**config.mk**
```make
export PLATFORM = sky130hd
export DESIGN_NAME = spi_fifo_master
export DESIGN_NICKNAME = d
export VERILOG_FILES = /design/src/rtl/sfm_pkg.sv /design/src/rtl/sfm_fifo.sv /design/src/rtl/sfm_datapath.sv /design/src/rtl/sfm_ctrl.sv /design/src/rtl/spi_fifo_master.sv
export SDC_FILE = /design/constraint.sdc
export NUM_CORES = 1
export LEC_CHECK = 0
export BUFFER_PORTS_ARGS = -buffer_cell sky130_fd_sc_hd__buf_2
export CORE_MARGIN = 2
export CORE_UTILIZATION = 40
export CTS_BUF_LIST = sky130_fd_sc_hd__clkbuf_8
export DETAILED_ROUTE_END_ITERATION = 16
export GPL_TIMING_DRIVEN = 0
export PLACE_DENSITY = 0.55
export SYNTH_ARGS = -nofsm -noshare
export SYNTH_HDL_FRONTEND = slang
export SYNTH_SLANG_ARGS = --single-unit
```
**constraint.sdc**
```tcl
create_clock -name clk -period 3.3 [get_ports clk]
set_input_delay 0.66 -clock clk [delete_from_list [all_inputs] [get_ports clk]]
set_output_delay 0.66 -clock clk [all_outputs]
set_load 0.05 [all_outputs]
```
**src/rtl/sfm_pkg.sv**
```systemverilog
package sfm_pkg;
  // strobes from control to datapath
  typedef struct packed {
    logic txPush;
    logic rxPop;
    logic loadShift;
    logic sampleBit;
    logic shiftBit;
    logic rxPush;
  } dpStrobe_t;

  localparam int ST_TXEMPTY  = 0;
  localparam int ST_TXHALF   = 1;
  localparam int ST_RXFULL   = 2;
  localparam int ST_OVERRUN  = 3;
  localparam int ST_UNDERRUN = 4;
  localparam int NUM_IRQ     = 5;

  localparam int ADDR_CTRL = 0;
  localparam int ADDR_TX   = 1;
  localparam int ADDR_RX   = 2;
  localparam int ADDR_STAT = 3;
  localparam int ADDR_IEN  = 4;
endpackage

```
**src/rtl/sfm_fifo.sv**
```systemverilog
module sfm_fifo #(
  parameter int W     = 8,
  parameter int DEPTH = 16,
  localparam int PTR_W = (DEPTH > 1) ? $clog2(DEPTH) : 1,
  localparam int CNT_W = $clog2(DEPTH + 1)
) (
  input  logic             clk,
  input  logic             rstN,
  input  logic             push,
  input  logic [W-1:0]     pushData,
  input  logic             pop,
  output logic [W-1:0]     head,
  output logic [CNT_W-1:0] count
);
  logic [W-1:0]     mem [DEPTH];
  logic [PTR_W-1:0] wrPtr, rdPtr;

  function automatic logic [PTR_W-1:0] nextPtr(input logic [PTR_W-1:0] p);
    return (p == PTR_W'(DEPTH - 1)) ? '0 : p + 1'b1;
  endfunction

  always_ff @(posedge clk) begin
    if (push) mem[wrPtr] <= pushData;
  end

  always_ff @(posedge clk) begin
    if (!rstN) begin
      wrPtr <= '0;
      rdPtr <= '0;
      count <= '0;
    end else begin
      if (push) wrPtr <= nextPtr(wrPtr);
      if (pop)  rdPtr <= nextPtr(rdPtr);
      if (push && !pop)      count <= count + 1'b1;
      else if (pop && !push) count <= count - 1'b1;
    end
  end

  assign head = mem[rdPtr];
endmodule

```
**src/rtl/sfm_datapath.sv**
```systemverilog
module sfm_datapath import sfm_pkg::*; #(
  parameter int W     = 8,
  parameter int DEPTH = 16,
  localparam int CNT_W = $clog2(DEPTH + 1)
) (
  input  logic             clk,
  input  logic             rstN,
  input  dpStrobe_t        stb,
  input  logic [W-1:0]     wrData,
  input  logic             misoPin,
  input  logic             loopEn,
  output logic             mosi,
  output logic [CNT_W-1:0] txCount,
  output logic [CNT_W-1:0] rxCount,
  output logic [W-1:0]     rxHead
);
  logic [W-1:0] txHead, shiftReg, rxWord;
  logic         inBit, serialIn;

  sfm_fifo #(.W(W), .DEPTH(DEPTH)) txFifo_i (
    .clk(clk), .rstN(rstN), .push(stb.txPush), .pushData(wrData),
    .pop(stb.loadShift), .head(txHead), .count(txCount));

  sfm_fifo #(.W(W), .DEPTH(DEPTH)) rxFifo_i (
    .clk(clk), .rstN(rstN), .push(stb.rxPush), .pushData(rxWord),
    .pop(stb.rxPop), .head(rxHead), .count(rxCount));

  assign mosi     = shiftReg[W-1];
  assign serialIn = loopEn ? mosi : misoPin;
  assign rxWord   = {shiftReg[W-2:0], inBit};

  always_ff @(posedge clk) begin
    if (!rstN) begin
      shiftReg <= '0;
      inBit    <= 1'b0;
    end else begin
      if (stb.sampleBit) inBit <= serialIn;
      if (stb.loadShift)     shiftReg <= txHead;
      else if (stb.shiftBit) shiftReg <= rxWord;
    end
  end
endmodule

```
**src/rtl/sfm_ctrl.sv**
```systemverilog
module sfm_ctrl import sfm_pkg::*; #(
  parameter int W         = 8,
  parameter int DEPTH     = 16,
  parameter int SCK_RATIO = 4,
  parameter int ADDR_W    = 3,
  localparam int CNT_W = $clog2(DEPTH + 1),
  localparam int HALF  = SCK_RATIO / 2,
  localparam int DIV_W = $clog2(HALF + 1),
  localparam int BIT_W = $clog2(W)
) (
  input  logic              clk,
  input  logic              rstN,
  input  logic              busReq,
  input  logic              busWe,
  input  logic [ADDR_W-1:0] busAddr,
  input  logic [W-1:0]      busWdata,
  output logic              busAck,
  output logic              busErr,
  output logic [W-1:0]      busRdata,
  input  logic [CNT_W-1:0]  txCount,
  input  logic [CNT_W-1:0]  rxCount,
  input  logic [W-1:0]      rxHead,
  output dpStrobe_t         stb,
  output logic              loopEn,
  output logic              sck,
  output logic              ssN,
  output logic              irq
);
  localparam logic [CNT_W-1:0] FULL_CNT = CNT_W'(DEPTH);
  localparam logic [CNT_W-1:0] HALF_CNT = CNT_W'(DEPTH / 2);

  logic               enable, busy;
  logic [NUM_IRQ-1:0] status, irqEn, evVec, clrVec;
  logic [DIV_W-1:0]   divCnt;
  logic [BIT_W-1:0]   bitCnt;
  logic [W-1:0]       rdMux;
  logic wrTx, rdRx, txFull, rxFull, rxEmpty;
  logic halfDone, lastFall, startNew;

  // bus decode
  assign wrTx    = busReq && busWe && (busAddr == ADDR_W'(ADDR_TX));
  assign rdRx    = busReq && !busWe && (busAddr == ADDR_W'(ADDR_RX));
  assign txFull  = (txCount == FULL_CNT);
  assign rxFull  = (rxCount == FULL_CNT);
  assign rxEmpty = (rxCount == '0);

  // serial sequencing
  assign halfDone = busy && (divCnt == DIV_W'(HALF - 1));
  assign lastFall = halfDone && sck && (bitCnt == BIT_W'(W - 1));
  assign startNew = (!busy || lastFall) && enable && (txCount != '0);

  always_comb begin
    stb           = '0;
    stb.txPush    = wrTx && !txFull;
    stb.rxPop     = rdRx && !rxEmpty;
    stb.loadShift = startNew;
    stb.sampleBit = halfDone && !sck;
    stb.shiftBit  = halfDone && sck && !lastFall;
    stb.rxPush    = lastFall && !rxFull;
  end

  always_comb begin
    evVec              = '0;
    evVec[ST_TXEMPTY]  = startNew && (txCount == CNT_W'(1)) && !stb.txPush;
    evVec[ST_TXHALF]   = startNew && (txCount == HALF_CNT + 1'b1) && !stb.txPush;
    evVec[ST_RXFULL]   = stb.rxPush && (rxCount == FULL_CNT - 1'b1) && !stb.rxPop;
    evVec[ST_OVERRUN]  = lastFall && rxFull;
    evVec[ST_UNDERRUN] = 1'b0;   // master only: never raised
  end

  assign clrVec = (busReq && busWe && busAddr == ADDR_W'(ADDR_STAT))
                  ? busWdata[NUM_IRQ-1:0] : '0;

  always_comb begin
    rdMux = '0;
    case (busAddr)
      ADDR_W'(ADDR_CTRL): rdMux = W'({loopEn, enable});
      ADDR_W'(ADDR_RX):   rdMux = rxEmpty ? '0 : rxHead;
      ADDR_W'(ADDR_STAT): rdMux = W'(status);
      ADDR_W'(ADDR_IEN):  rdMux = W'(irqEn);
      default:            rdMux = '0;
    endcase
  end

  always_ff @(posedge clk) begin
    if (!rstN) begin
      busAck   <= 1'b0;
      busErr   <= 1'b0;
      busRdata <= '0;
      enable   <= 1'b0;
      loopEn   <= 1'b0;
      irqEn    <= '0;
      status   <= '0;
    end else begin
      busAck   <= busReq;
      busErr   <= (wrTx && txFull) || (rdRx && rxEmpty);
      busRdata <= (busReq && !busWe) ? rdMux : '0;
      if (busReq && busWe && busAddr == ADDR_W'(ADDR_CTRL)) begin
        enable <= busWdata[0];
        loopEn <= busWdata[1];
      end
      if (busReq && busWe && busAddr == ADDR_W'(ADDR_IEN))
        irqEn <= busWdata[NUM_IRQ-1:0];
      status <= (status & ~clrVec) | evVec;
    end
  end

  always_ff @(posedge clk) begin
    if (!rstN) begin
      busy   <= 1'b0;
      sck    <= 1'b0;
      divCnt <= '0;
      bitCnt <= '0;
    end else if (startNew) begin
      busy   <= 1'b1;
      sck    <= 1'b0;
      divCnt <= '0;
      bitCnt <= '0;
    end else if (lastFall) begin
      busy   <= 1'b0;
      sck    <= 1'b0;
      divCnt <= '0;
    end else if (halfDone) begin
      divCnt <= '0;
      sck    <= !sck;
      if (sck) bitCnt <= bitCnt + 1'b1;
    end else if (busy) begin
      divCnt <= divCnt + 1'b1;
    end
  end

  assign ssN = !busy;
  assign irq = |(status & irqEn);
endmodule

```
**src/rtl/spi_fifo_master.sv**
```systemverilog
module spi_fifo_master import sfm_pkg::*; #(
  parameter int DATA_W    = 8,
  parameter int DEPTH     = 16,
  parameter int SCK_RATIO = 4,
  parameter int ADDR_W    = 3,
  localparam int CNT_W = $clog2(DEPTH + 1)
) (
  input  logic              clk,
  input  logic              rstN,
  input  logic              busReq,
  input  logic              busWe,
  input  logic [ADDR_W-1:0] busAddr,
  input  logic [DATA_W-1:0] busWdata,
  output logic              busAck,
  output logic              busErr,
  output logic [DATA_W-1:0] busRdata,
  output logic              sck,
  output logic              ssN,
  output logic              mosi,
  input  logic              miso,
  output logic              irq
);
  dpStrobe_t         stb;
  logic              loopEn;
  logic [CNT_W-1:0]  txCount, rxCount;
  logic [DATA_W-1:0] rxHead;

  sfm_ctrl #(.W(DATA_W), .DEPTH(DEPTH), .SCK_RATIO(SCK_RATIO), .ADDR_W(ADDR_W)) ctrl_i (
    .clk(clk), .rstN(rstN), .busReq(busReq), .busWe(busWe), .busAddr(busAddr),
    .busWdata(busWdata), .busAck(busAck), .busErr(busErr), .busRdata(busRdata),
    .txCount(txCount), .rxCount(rxCount), .rxHead(rxHead), .stb(stb),
    .loopEn(loopEn), .sck(sck), .ssN(ssN), .irq(irq));

  sfm_datapath #(.W(DATA_W), .DEPTH(DEPTH)) dp_i (
    .clk(clk), .rstN(rstN), .stb(stb), .wrData(busWdata), .misoPin(miso),
    .loopEn(loopEn), .mosi(mosi), .txCount(txCount), .rxCount(rxCount),
    .rxHead(rxHead));
endmodule

```
# --- Word level (Yosys, flattened, before mapping) ---
# Memories as Yosys holds them, arrays and structs flattened. A register that Yosys moved wholly into a read port is not among the register bits.
# Index checks and enable logic that the tools add are counted.
classes:
  n_eq_ne: 15
  muxes: 24
  n_reduce_logical: 56
  bitwise: 6
  n_addsub: 10
ops:
  columns: ["op", "count"]
  rows:
  - ["$mux 4", 8]
  - ["$pmux 8 s4", 1]
  - ["$logic_and 1x1->1", 30]
  - ["$mux 5", 5]
  - ["$mux 8", 3]
  - ["$add 4x1->4 const B", 4]
  - ["$eq 4x4->1 const B", 4]
  - ["$logic_not 1->1", 11]
  - ["$add 5x1->5 const B", 2]
  - ["$and 5x5->5", 2]
  - ["$eq 5x4->1 const B", 2]
  - ["$eq 5x5->1 const B", 2]
  - ["$sub 5x1->5 const B", 2]
  - ["$reduce_bool 2->1", 4]
  - ["$mux 1", 7]
  - ["$eq 3x2->1 const B", 2]
  - ["$eq 3x3->1 const B", 2]
  - ["$eq 5x1->1 const B", 1]
  - ["$logic_not 5->1", 1]
  - ["$not 5->5", 1]
  - ["$or 5x4->5", 1]
  - ["$reduce_bool 5->1", 1]
  - ["$reduce_or 5->1", 1]
  - ["$reduce_or 4->1", 1]
  - ["other kinds (11)", 13]
word_totals:
  register_bits: 64
  in_bits: 16
  output_inout_bits: 14
  ramBits: 256
  word_cells: 132
  memories: 2
memory_table:
  columns: ["memory", "depth", "word_bits", "rd", "rd_clocked_by_memory_dff", "wr", "line", "text"]
  rows:
  - ["dp_i.rxFifo_i.mem", 16, 8, 1, 1, 1, "sfm_fifo.sv:15", "logic [W-1:0] mem [DEPTH];"]
  - ["dp_i.txFifo_i.mem", 16, 8, 1, 1, 1, "sfm_fifo.sv:15", null]

# --- Logic depth before layout (Yosys ltp) ---
logic_depth:
  word_depth: 10
  mapped_depth: 11
  ltp_nobuf: 11

# --- Modules after synthesis ---
# From an unflattened synthesis, not the netlist that was laid out.
unflattened:
  cells_unflattened: 815
  area_unflattened_um2: 13601.8
by_module_without_submodules:
  columns: ["mod", "area_each_um2", "instances", "cells_each"]
  rows:
  - ["sfm_fifo", 5834.3, 2, 307]
  - ["sfm_ctrl", 1451.4, 1, 162]
  - ["sfm_datapath", 481.7, 1, 39]

# --- Least setup slack after synthesis ---
# Ideal clock, no wire load.
synth_path:
  path_type: "register to register"
  from: "reg ctrl_i.sck"
  to: "reg dp_i.rxFifo_i.count[4]"
  slack_ps: 414
  arrival_time_ps: 2814
  path_stages_with_launch: 10
  n_path_buf: 0
  t_required_ps: 3228
  setup_time_ps: 72
  path_cell_list: "dfxtp_1 -> nand4_1 -> a21oi_2 -> ha_1 -> inv_1 -> fa_1 -> a21o_1 -> a21oi_1 -> mux2i_1 -> mux2i_1"
synth_rtl:
  columns: ["item", "line", "text"]
  rows:
  - ["start, declared", "sfm_ctrl.sv:25", "output logic sck,"]
  - ["start signal, assigned", "sfm_ctrl.sv:125", "sck <= !sck;"]
  - ["end signal, assigned", "sfm_fifo.sv:34", "if (push && !pop) count <= count + 1'b1;"]
  - ["end signal, assigned", "sfm_fifo.sv:35", "else if (pop && !push) count <= count - 1'b1;"]
  - ["end, declared", "sfm_fifo.sv:13", "output logic [CNT_W-1:0] count"]

==> results_dict.tcl <==
set metrics [dict create \
    netlist_area_mm2 0.0134 \
    placement_rows 66 \
    grt_pass1_vias 7228 \
    layout.cells.most_common_list "edfxtp_1 (256), dfxtp_1 (72), mux4_2 (64), clkbuf_8 (63), mux2i_1 (46)" \
    power_density_mw_per_mm2 526 \
    end_kind "register" \
    postLayoutSetupSlackWorst_ns 0.290 \
    critical_path_required_ns 3.83 \
    skew_ns 0.0345 \
    numClockSinks 328 \
    wl_per_cell_um 21.6 \
    combinationalPowerShare_pct 1.3 \
    hold_class "in -> reg" \
    p_leak_nw 4.95 \
    startpoint_type "register" \
    setup_viol 0 \
    drive_above_1_share_pct 24.6 \
    detailed_router_s_first_iteration_violation_count 458 \
    grt.total_usage_pct 16.8 \
    synth_warnings 0 \
    drt_pre_antenna_iters 5 \
    setup-tns-final_ns 0 \
    power_switching_w 0.00170 \
    post-place-ws_ns 0.00580 \
    synth_area_per_cell_um2 17.1 \
    fp.dieH_um 187 \
    fin_total_pwr_w 0.00798 \
    routed_wl_mm 29.2 \
    timing.final.hold_violations 0 \
    die_w_um 187 \
    timing_max_transition_violations_final 0 \
    synth.ff_latch_count 328 \
    synth_enable_flop_cells 256 \
    total_via_count_after_detailed_routing 7012 \
    fin_nets 906 \
    cts.path.max_buffers 3 \
    initial_antenna_violation_count 0 \
    critical_path_arrival_ns 3.54 \
    portBuffers 26 \
    cap_violations 0 \
    layout_commonest_cell "edfxtp_1" \
    total_die_area_mm2 0.0349 \
    floorplan.initialDensity_pct 40.9 \
    cts_buffers 55 \
    routabilityCongestion 0.765 \
    vias_per_cell 5.17 \
    netlist-cell-type-count 72 \
    maxClockFrequency_ghz 0.332 \
    run_status "completed" \
    first_pass_grt_wire_length_mm 44.4 \
    stdcell_count 1355 \
    cts-htree-levels 2 \
    reg2regPathDepth 11 \
    seq_power_share_pct 55.6 \
    syn2layout_area_growth_pct 13.4 \
    synthesized_instance_count 784 \
    largest_fanout_on_the_critical_path 8 \
    cts_tree "done" \
    dp_hpwl_mm 18.9 \
    critical_path.reg2reg.endpoint "dp_i.rxFifo_i.count[4]$_SDFFE_PN0P_" \
    yosys_most_used_dff "edfxtp_1" \
    hold_slack_ns 0.423 \
    internal-power_w 0.00628 \
    peakVddDrop_mv 0.339 \
    postCtsHoldBufs 0 \
    final_period_minus_worst_setup_slack_ns 3.01 \
    antenna_diode_instance_count 0 \
    startpoint "ctrl_i.bitCnt[0]$_SDFFE_PP0P_" \
    clk_pin_slew_ns 0.06 \
    remaining_drc_errors 0 \
    grt_overflow 0 \
    grt_setup_unrepaired "no" \
    synth_fp_nets 822 \
    core_area_mm2 0.0327 \
    worstReg2RegStart "ctrl_i.bitCnt[0]$_SDFFE_PP0P_" \
    post_cts.repair.setup_buffers 0 \
    slew_headroom_pct 15.8 \
    worst_pin_slew_ns 1.25 \
    setup.worst_path.end "dp_i.rxFifo_i.count[4]$_SDFFE_PN0P_" \
    worst-setup-path-type "reg -> reg" \
    reg2reg_slack_ns 0.29 \
    layout_worst_path_cycle_share_pct 91.2 \
    postSynth.asyncResetShare_pct 0 \
    worstSkewPairLatency_ns 0.59 \
    netSwitchingFraction_pct 21.3 \
    io_pins 30 \
    detail-route-antenna-nets 0 \
    final.fill_count 2926 \
    grt_max_degree 20 \
    clockRootBuffer "clkbuf_8" \
    clock_power_share_pct 43.1 \
    placedCellCount 1252 \
    synth-seq-area-share_pct 68.2 \
]
[cells by family (layout without fill, tap and decap cells)]
| family | count (synthesis) | in the layout | synth area share (%) |
|---|---|---|---|
| DFF | 328 | 328 | 68.2 |
| buffers and inverters | 56 | 185 | 1.97 |
| muxes | 118 | 118 | 14.9 |
| adders and majority gates | 22 | 22 | 2.11 |
| xor gates and xnor gates | 11 | 11 | 0.720 |
| and+or+nand+nor | 165 | 165 | 7.00 |
| AOI/OAI and AO/OA | 84 | 84 | 5.08 |
[cells in the mapped netlist, drive strengths merged (10+ instances only)]
cell / instances / area, µm²
edfxtp: 256 / 7690
dfxtp: 72 / 1440
mux4: 64 / 1440
mux2i: 46 / 460
nor2: 38 / 150
nand2: 24 / 90.1
buf: 23 / 138
ha: 21 / 263
clkbuf: 17 / 66.3
inv: 16 / 60.1
nor2b: 16 / 100
nand3: 14 / 75.1
nor3: 13 / 65.1
o21ai: 13 / 65.1
a21oi: 12 / 63.8
and2: 12 / 75.1
a21boi: 10 / 75.1
[power groups by stage]
stage	Sequential, W	Clock [W]	Combinational [W]
6_report	0.00443	0.00344	0.000106
5_1_grt	0.00443	0.00373	0.000117
4_1_cts	0.00443	0.00355	0.000108
3_5_place_dp	0.00452	0	0.000108
3_3_place_gp	0.00452	0	0.000107
2_1_floorplan	0.00452	0	0.0000482
[flip-flops by register name (all words and copies together) (netlist names), named ones only]
signal	cells
ctrl_i.divCnt	2
dp_i.rxFifo_i.rdPtr	4
dp_i.inBit	1
dp_i.shiftReg	8
ctrl_i.busRdata	8
dp_i.txFifo_i.mem	128
dp_i.txFifo_i.rdPtr	4
ctrl_i.enable	1
ctrl_i.busAck	1
ctrl_i.status	5
ctrl_i.busy	1
dp_i.rxFifo_i.mem	128
ctrl_i.busErr	1
dp_i.txFifo_i.wrPtr	4
dp_i.rxFifo_i.wrPtr	4
ctrl_i.loopEn	1
ctrl_i.bitCnt	3
dp_i.txFifo_i.count	5
ctrl_i.irqEn	5
dp_i.rxFifo_i.count	5
ctrl_i.sck	1
[cell type report]
| cell class | instances | area [µm²] | area share (%) |
|---|---|---|---|
| plain buffers | 40 | 204 | 1.34 |
| clock buffers | 63 | 867 | 5.72 |
| clock inverters | 39 | 196 | 1.29 |
| inverters | 16 | 60.1 | 0.396 |
| multi-input cells | 400 | 4020 | 26.5 |
| flip-flops and latches | 328 | 9130 | 60.2 |
| well taps | 442 | 553 | 3.65 |
| repair buffers | 27 | 138 | 0.907 |
[per-stage QoR]
step | util, % | instance area, µm²
3_5_place_dp | 43.1 | 14100
6_report | 46.4 | 15200
4_1_cts | 46.3 | 15200
5_1_grt | 46.4 | 15200
2_1_floorplan | - | 13400
3_3_place_gp | 43.0 | 14100
[worst min path at each step]
stage                                startpoint                           to  slack [ns]  cells past startpoint
floorplan           ctrl_i.status[4]$_SDFF_PN0_  ctrl_i.status[4]$_SDFF_PN0_        0.42                      2
global placement    ctrl_i.status[4]$_SDFF_PN0_  ctrl_i.status[4]$_SDFF_PN0_        0.45                      2
detailed placement  ctrl_i.status[4]$_SDFF_PN0_  ctrl_i.status[4]$_SDFF_PN0_        0.46                      2
CTS                                      busReq     ctrl_i.busAck$_SDFF_PN0_        0.39                      2
global route                             busReq     ctrl_i.busAck$_SDFF_PN0_        0.41                      2
finish                                   busReq     ctrl_i.busAck$_SDFF_PN0_        0.42                      2
[routing by layer]
layer	up-vias	GRT usage, %	part of all wire (%)
met3	41	3.11	4.4
met5	-	0	0
met4	0	4.49	1.7
met1	3541	23.2	46
li1	3282	-	-
met2	148	27.7	48
[critical path: stages (launching register included)]
cell     delay [ns]
dfxtp_1        0.34
ha_1           0.16
ha_1           0.21
nand4_1        0.29
a21oi_4        0.35
ha_1           0.22
inv_1          0.12
fa_1           0.47
a21o_1         0.18
a21oi_1        0.17
mux2i_1        0.25
mux2i_1        0.19
[timing repair]
| item | CTS | global route |
|---|---|---|
| endpoints found under the hold margin | 0 | 0 |
| resized for setup | 0 | 1 |
| setup endpoints to repair | 0 | 1 |
Power figures use the tool's default switching activity.
